## src/rtl/bsr_pkg.sv

```systemverilog
package bsr_pkg;

    typedef enum logic [1:0] {
        CELL_INPUT  = 2'd0,
        CELL_OUTPUT = 2'd1,
        CELL_BIDIR  = 2'd2
    } cell_kind_e;

    typedef enum logic [1:0] {
        OP_HOLD    = 2'd0,
        OP_CAPTURE = 2'd1,
        OP_SHIFT   = 2'd2
    } dr_op_e;

    // Kind of cell at a chain position, from the repeating slot pattern.
    function automatic cell_kind_e kind_at(int idx, int period, int in_slot, int out_slot);
        int slot;
        slot = idx % period;
        if (slot == in_slot)
            return CELL_INPUT;
        else if (slot == out_slot)
            return CELL_OUTPUT;
        else
            return CELL_BIDIR;
    endfunction

endpackage

```

## src/rtl/bsr_op_decode.sv

```systemverilog
module bsr_op_decode
    import bsr_pkg::*;
(
    input  logic   capture_dr,
    input  logic   shift_dr,
    output dr_op_e op
);

    // Capture takes precedence over shift.
    always_comb begin
        unique case ({capture_dr, shift_dr})
            2'b00:   op = OP_HOLD;
            2'b01:   op = OP_SHIFT;
            2'b10:   op = OP_CAPTURE;
            2'b11:   op = OP_CAPTURE;
            default: op = OP_HOLD;
        endcase
    end

endmodule

```

## src/rtl/bsr_cell.sv

```systemverilog
module bsr_cell
    import bsr_pkg::*;
#(
    parameter cell_kind_e KIND = CELL_BIDIR
) (
    input  logic   tck,
    input  logic   trst_n,
    input  dr_op_e op,
    input  logic   update_dr,
    input  logic   extest,
    input  logic   ser_in,
    input  logic   pin_in,
    input  logic   core_out,
    output logic   stage_q,
    output logic   hold_q,
    output logic   pull_low
);

    logic cap_val;

    // Shift stage: capture, shift or hold on the rising edge.
    always_ff @(posedge tck or negedge trst_n) begin
        if (!trst_n) begin
            stage_q <= 1'b0;
        end else begin
            unique case (op)
                OP_CAPTURE: stage_q <= cap_val;
                OP_SHIFT:   stage_q <= ser_in;
                OP_HOLD:    stage_q <= stage_q;
                default:    stage_q <= stage_q;
            endcase
        end
    end

    if (KIND == CELL_INPUT) begin : g_input
        logic unused_ctl;
        assign unused_ctl = ^{core_out, update_dr, extest};
        assign cap_val    = pin_in;
        assign hold_q     = 1'b1;
        assign pull_low   = 1'b0;
    end else begin : g_driver
        // Update latch on the falling edge; preset to the safe value 1.
        always_ff @(negedge tck or negedge trst_n) begin
            if (!trst_n)
                hold_q <= 1'b1;
            else if (update_dr)
                hold_q <= stage_q;
        end

        assign pull_low = extest ? ~hold_q : ~core_out;

        if (KIND == CELL_OUTPUT) begin : g_out_cap
            logic unused_pin;
            assign unused_pin = pin_in;
            assign cap_val    = ~pull_low;
        end else begin : g_bidir_cap
            assign cap_val = pin_in;
        end

        a_r5_update_loads: assert property (@(negedge tck) disable iff (!trst_n)
            update_dr |=> (hold_q == $past(stage_q)));

        a_r5_latch_holds: assert property (@(negedge tck) disable iff (!trst_n)
            !update_dr |=> $stable(hold_q));
    end

    if (KIND != CELL_OUTPUT) begin : g_cap_check
        a_r2_capture_pin: assert property (@(posedge tck) disable iff (!trst_n)
            (op == OP_CAPTURE) |=> (stage_q == $past(pin_in)));
    end

endmodule

```

## src/rtl/bsr_chain.sv

```systemverilog
module bsr_chain
    import bsr_pkg::*;
#(
    parameter int NUM_CELLS   = 164,
    parameter int KIND_PERIOD = 4,
    parameter int IN_SLOT     = 0,
    parameter int OUT_SLOT    = 2
) (
    input  logic                 tck,
    input  logic                 trst_n,
    input  logic                 capture_dr,
    input  logic                 shift_dr,
    input  logic                 update_dr,
    input  logic                 extest,
    input  logic                 tdi,
    output logic                 tdo,
    input  logic [NUM_CELLS-1:0] core_out,
    output logic [NUM_CELLS-1:0] core_in,
    input  logic [NUM_CELLS-1:0] pin_in,
    output logic [NUM_CELLS-1:0] pin_pull_low
);

    localparam int LAST = NUM_CELLS - 1;

    dr_op_e               op;
    logic [NUM_CELLS-1:0] stage_q;
    logic [NUM_CELLS-1:0] hold_q;
    logic [NUM_CELLS-1:0] ser_vec;

    bsr_op_decode u_decode (
        .capture_dr (capture_dr),
        .shift_dr   (shift_dr),
        .op         (op)
    );

    // Each stage is fed from its higher neighbour; the top one from tdi.
    assign ser_vec = {tdi, stage_q[LAST:1]};

    for (genvar i = 0; i < NUM_CELLS; i++) begin : g_cell
        localparam cell_kind_e KIND_I = kind_at(i, KIND_PERIOD, IN_SLOT, OUT_SLOT);
        bsr_cell #(.KIND(KIND_I)) u_cell (
            .tck       (tck),
            .trst_n    (trst_n),
            .op        (op),
            .update_dr (update_dr),
            .extest    (extest),
            .ser_in    (ser_vec[i]),
            .pin_in    (pin_in[i]),
            .core_out  (core_out[i]),
            .stage_q   (stage_q[i]),
            .hold_q    (hold_q[i]),
            .pull_low  (pin_pull_low[i])
        );
    end

    logic unused_hold;
    assign unused_hold = ^hold_q;

    assign tdo     = stage_q[0];
    assign core_in = pin_in;

    a_r3_tdo_follows_shift: assert property (@(posedge tck) disable iff (!trst_n)
        (op == OP_SHIFT) |=> (tdo == $past(stage_q[1])));

endmodule

```

## config.mk

```make
export PLATFORM = sky130hd
export DESIGN_NAME = bsr_chain
export DESIGN_NICKNAME = d
export VERILOG_FILES = /design/src/rtl/bsr_pkg.sv /design/src/rtl/bsr_op_decode.sv /design/src/rtl/bsr_cell.sv /design/src/rtl/bsr_chain.sv
export SDC_FILE = /design/constraint.sdc
export NUM_CORES = 1
export LEC_CHECK = 0
export ABC_AREA = 1
export BUFFER_PORTS_ARGS = -buffer_cell sky130_fd_sc_hd__buf_4
export CORE_AREA = 2 2 261 263
export CTS_CLUSTER_SIZE = 16
export DETAILED_ROUTE_END_ITERATION = 8
export DIE_AREA = 0 0 263 265
export PLACE_DENSITY = 0.57
export SLEW_MARGIN = 20
export SYNTH_ARGS = -nofsm -noshare
export SYNTH_HDL_FRONTEND = slang
export SYNTH_SLANG_ARGS = --single-unit
```

## constraint.sdc

```tcl
create_clock -name tck -period 1 [get_ports tck]
set_input_delay 0.05 -clock tck [delete_from_list [all_inputs] [get_ports tck]]
set_output_delay 0.05 -clock tck [all_outputs]
set_load 0.1 [all_outputs]
```

# Word level (Yosys, flattened, before mapping)
# Cells that the tools add are included.
# totals
word_cells,870
inputBits,335
out_inout_bits,329
reg_bits,287
# op_classes
bitwise_logic,287
n_eq_ne,5
reduce_logical,3
n_mux,288
# ops
operator,n
1-bit case mux with 2 select lines,164
1-bit NOT,287
1-bit two-way mux,123
"2-bit == test, second input constant",3
2-bit case mux with 3 select lines,1
"2-bit by 1-bit == test with 1-bit output, second input constant",2
2-bit zero test,1
2-bit nonzero test,1
2-bit OR reduction,1

# Depth between registers and ports, before layout
# logic_depth
ltp_word,5
ltp_mapped,7
depth_no_buf,5

# Hierarchy
# From an unflattened synthesis, not the netlist that was laid out.
# hier_totals
cells_unflattened,3160
area_unflattened_um2,21556.9
# by_module_without_submodules
module,area_each_um2,seq_area_each_um2,instances,cells_per_inst
bsr_cell (g_cell[101].u_cell ...),127.6,51.3,82,19
bsr_cell (g_cell[102].u_cell ...),141.4,51.3,41,19
bsr_cell (g_cell[0].u_cell ...),98.8,25.0,41,16
bsr_chain,1231.2,0.0,1,164
bsr_op_decode,11.3,0.0,1,3

==> impl_metrics.ini <==
[run_status]
outcome = complete, but fails checks
violations = negative hold slack, negative setup slack

[detailed_routing]
viasPerCell = 4.16
wl_per_cell_um = 15.1
drcViolationCount = 0
vias = 16300
first_pass_iters = 5
wl_um = 59100
final_antenna_net_count = 0
drt_iter0_drc = 645

[worst_setup_path]
max_stage_delay_ns = 0.55
cp-endpoint = pin_pull_low[10]
crit_chain = nand2_2 -> o21ai_2 -> inv_2 -> buf_12
cp.arrival_ns = 2.02
worstReg2RegStart = g_cell[134].u_cell.hold_q
worstRegToRegCells = 9
start_kind = register
worst_setup_path_end_kind = output port
path_class = reg2out
startpoint = g_cell[10].u_cell.hold_q
cp_max_fo = 2
rrSetupSlack_ns = -0.90
reg2reg_to = g_cell[134].u_cell.stage_q
crit_path_top_delay_cell = dfstp_2
required_ns = 0.95

[placement]
dpl-instance-area_um2 = 21100
place_congestion = 0.786
hpwl_um = 40300
numPlacedInstances = 3434
place_ws_ns = -0.515
placement.io_buffers = 499

[floorplanning]
row_count = 95
die_area_um2 = 69700
initial_core_util_pct = 24.0
die_w_um = 263
core_um2 = 66800
io_pins = 664
dieHeight_um = 265

[layout]
nFillCells = 6451
instances_no_fill = 3916
multi_input_area_um2 = 6290
final_nets = 3351
antenna_cells = 0
syn2layout_area_growth_pct = 75.3
final_area_um2 = 28100
layout-drive-gt1-share_pct = 53.8
seq_area_um2 = 7340

[global_route]
grt_pass1_wl_um = 88200
grt_start_max_net_pins = 58
antenna_found_initial = 1
gr-total-overflow = 0
grtUsageTotal_pct = 15.9
grt_pass1_vias = 16400

[yosys]
ys_types = 17
synth-main-ff-cell = dfrtp_1
yosys-top-cells-count = nand2_1 (804), buf_4 (339), inv_1 (184), o21ai_0 (175)
syn_area_per_cell_um2 = 7.59
yosys-top-cells-area = dfrtp_1 (26%), dfstp_2 (20%), nand2_1 (19%)
synth_largest_area_cell = dfrtp_1
ys_async_sr_fraction_pct = 100
netlist.area_leader.share_pct = 25.6
yosysMostFrequentCell = nand2_1
synth-edff-count = 0
ys_ff_latch = 287
syn-cell-area_um2 = 16000
ys_warn_count = 0
yosysSeqAreaShare_pct = 45.8
synthCells = 2111

[sta]
setup_violations = 282
worst_slack_ns = -1.07
whs_ns = -0.138
maxSlewViolCount = 0
rsz0062_at_grt = true
clock_skew_ns = 0.0755
hold_violations = 30

[clock_network]
clk_pin_slew_ns = 0.07
root_buffer = clkbuf_16
numClockSinks = 287
htree_levels = 2
cts_buffer_depth = 3
cts_made_buffers = 37
cts_tree = yes
hold_buffers = 131
clkLatencyLatePin_ns = 0.61

[min_path]
min_path_type = in2reg

[run]
cap_violations = 0

[pwr]
ir_drop_mv = 1.37
p_leak_nw = 14.4
p_per_area_nw_per_um2 = 1760
what timing repair did:
| action | CTS | global route |
|---|---|---|
| gates cloned | 0 | 0 |
| gates resized for setup | 434 | 353 |
| hold endpoints to repair | 324 | 33 |
| endpoints found under the setup margin | 288 | 293 |
| pin swaps | 123 | 76 |
| setup buffers | 154 | 72 |
placed cells by master (no fill, tap or decap):
cell | synthesis | final
dfrtp_1 | 164 | 161
nand2_2 | 0 | 167
o21ai_1 | 41 | 101
clkinv_2 | 0 | 3
clkinv_1 | 0 | 4
clkbuf_8 | 0 | 4
nand3_2 | 0 | 25
dfrtp_2 | 0 | 3
buf_6 | 0 | 46
inv_2 | 1 | 120
buf_12 | 0 | 144
conb_1 | 1 | 41
dlymetal6s4s_1 | 0 | 2
nand3_4 | 0 | 1
clkinvlp_2 | 0 | 2
bufinv_16 | 0 | 7
dlygate4sd3_1 | 0 | 129
inv_6 | 0 | 3
clkbuf_16 | 0 | 40
o21ai_2 | 0 | 108
dfstp_2 | 123 | 123
and2_4 | 0 | 5
nand2_1 | 804 | 627
inv_1 | 184 | 190
buf_8 | 0 | 1
buf_4 | 339 | 817
nor2_1 | 10 | 10
nor2_4 | 1 | 2
clkbuf_1 | 38 | 2
nand3_1 | 164 | 138
nand2_4 | 0 | 10
o21ai_4 | 0 | 7
layer usage:
metal	wire length, µm	GRT usage (%)
met1	23900	18.8
met2	30200	28.8
met3	3070	2.85
met4	1850	5.53
met5	9	0
critical path: cells and delay by family, from the launching register on:
kind	cells	cell delay, ns
buffers and inverters	2	0.23
AO/OA/AOI/OAI	1	0.07
AND/OR/NAND/NOR	1	0.06
flip-flops	1	0.55
metrics by stage:
step                      utilization [%]  setup TNS, ns  total power [mW]  hold slack (ns)
final                                42.1        -146.58              49.5           -0.138
after global routing                 42.1        -159.93              52.0           -0.140
after CTS                            40.0        -153.69              48.6           -0.193
after detailed placement             31.6        -105.69              29.6          -0.0103
after global placement               31.6        -102.74              29.6         -0.00795
after floorplan                         -         -77.64              27.1           -0.246
worst min-delay path by stage:
| stage | slack [ns] | depth (start not counted) | to | from |
|---|---|---|---|---|
| after global placement | -0.008 | 2 | g_cell[15].u_cell.stage_q | trst_n |
| after CTS | -0.19 | 5 | g_cell[138].u_cell.stage_q | core_out[138] |
| after floorplan | -0.25 | 0 | g_cell[0].u_cell.stage_q | trst_n |
| final | -0.14 | 5 | g_cell[154].u_cell.stage_q | core_out[154] |
| after global routing | -0.14 | 5 | g_cell[30].u_cell.stage_q | core_out[30] |
| after detailed placement | -0.01 | 2 | g_cell[15].u_cell.stage_q | trst_n |
logic make-up after synthesis:
logic type             after synthesis  synth area share [%]
AOI/OAI and AO/OA                  216                  6.75
other                                1                0.0234
and+or+nand+nor                    985                  24.5
DFF                                287                  45.8
buffers and inverters              622                  22.9
area by class of cell:
type / count / area share [%]
Timing Repair Buffer: 1141 / 38.8
Inverter: 184 / 2.46
Tap cell: 873 / 3.89
Clock inverter: 145 / 2.67
Multi-Input combinational cell: 1242 / 22.4
Clock buffer: 44 / 3.69
Sequential cell: 287 / 26.1
power by group:
group / leakage, nW / switching (mW) / total, mW / internal (mW)
logic: 9.76 / 11.4 / 18.6 / 7.22
registers: 3.30 / 0.765 / 14.2 / 13.5
clock network: 1.31 / 6.78 / 16.6 / 9.86
total: 14.4 / 18.9 / 49.5 / 30.6
registers in the layout, summed over array words and instances (netlist names):
register and flops:
g_cell.u_cell.stage_q 164, g_cell.u_cell.hold_q 123
Power figures use the tool's default switching activity.
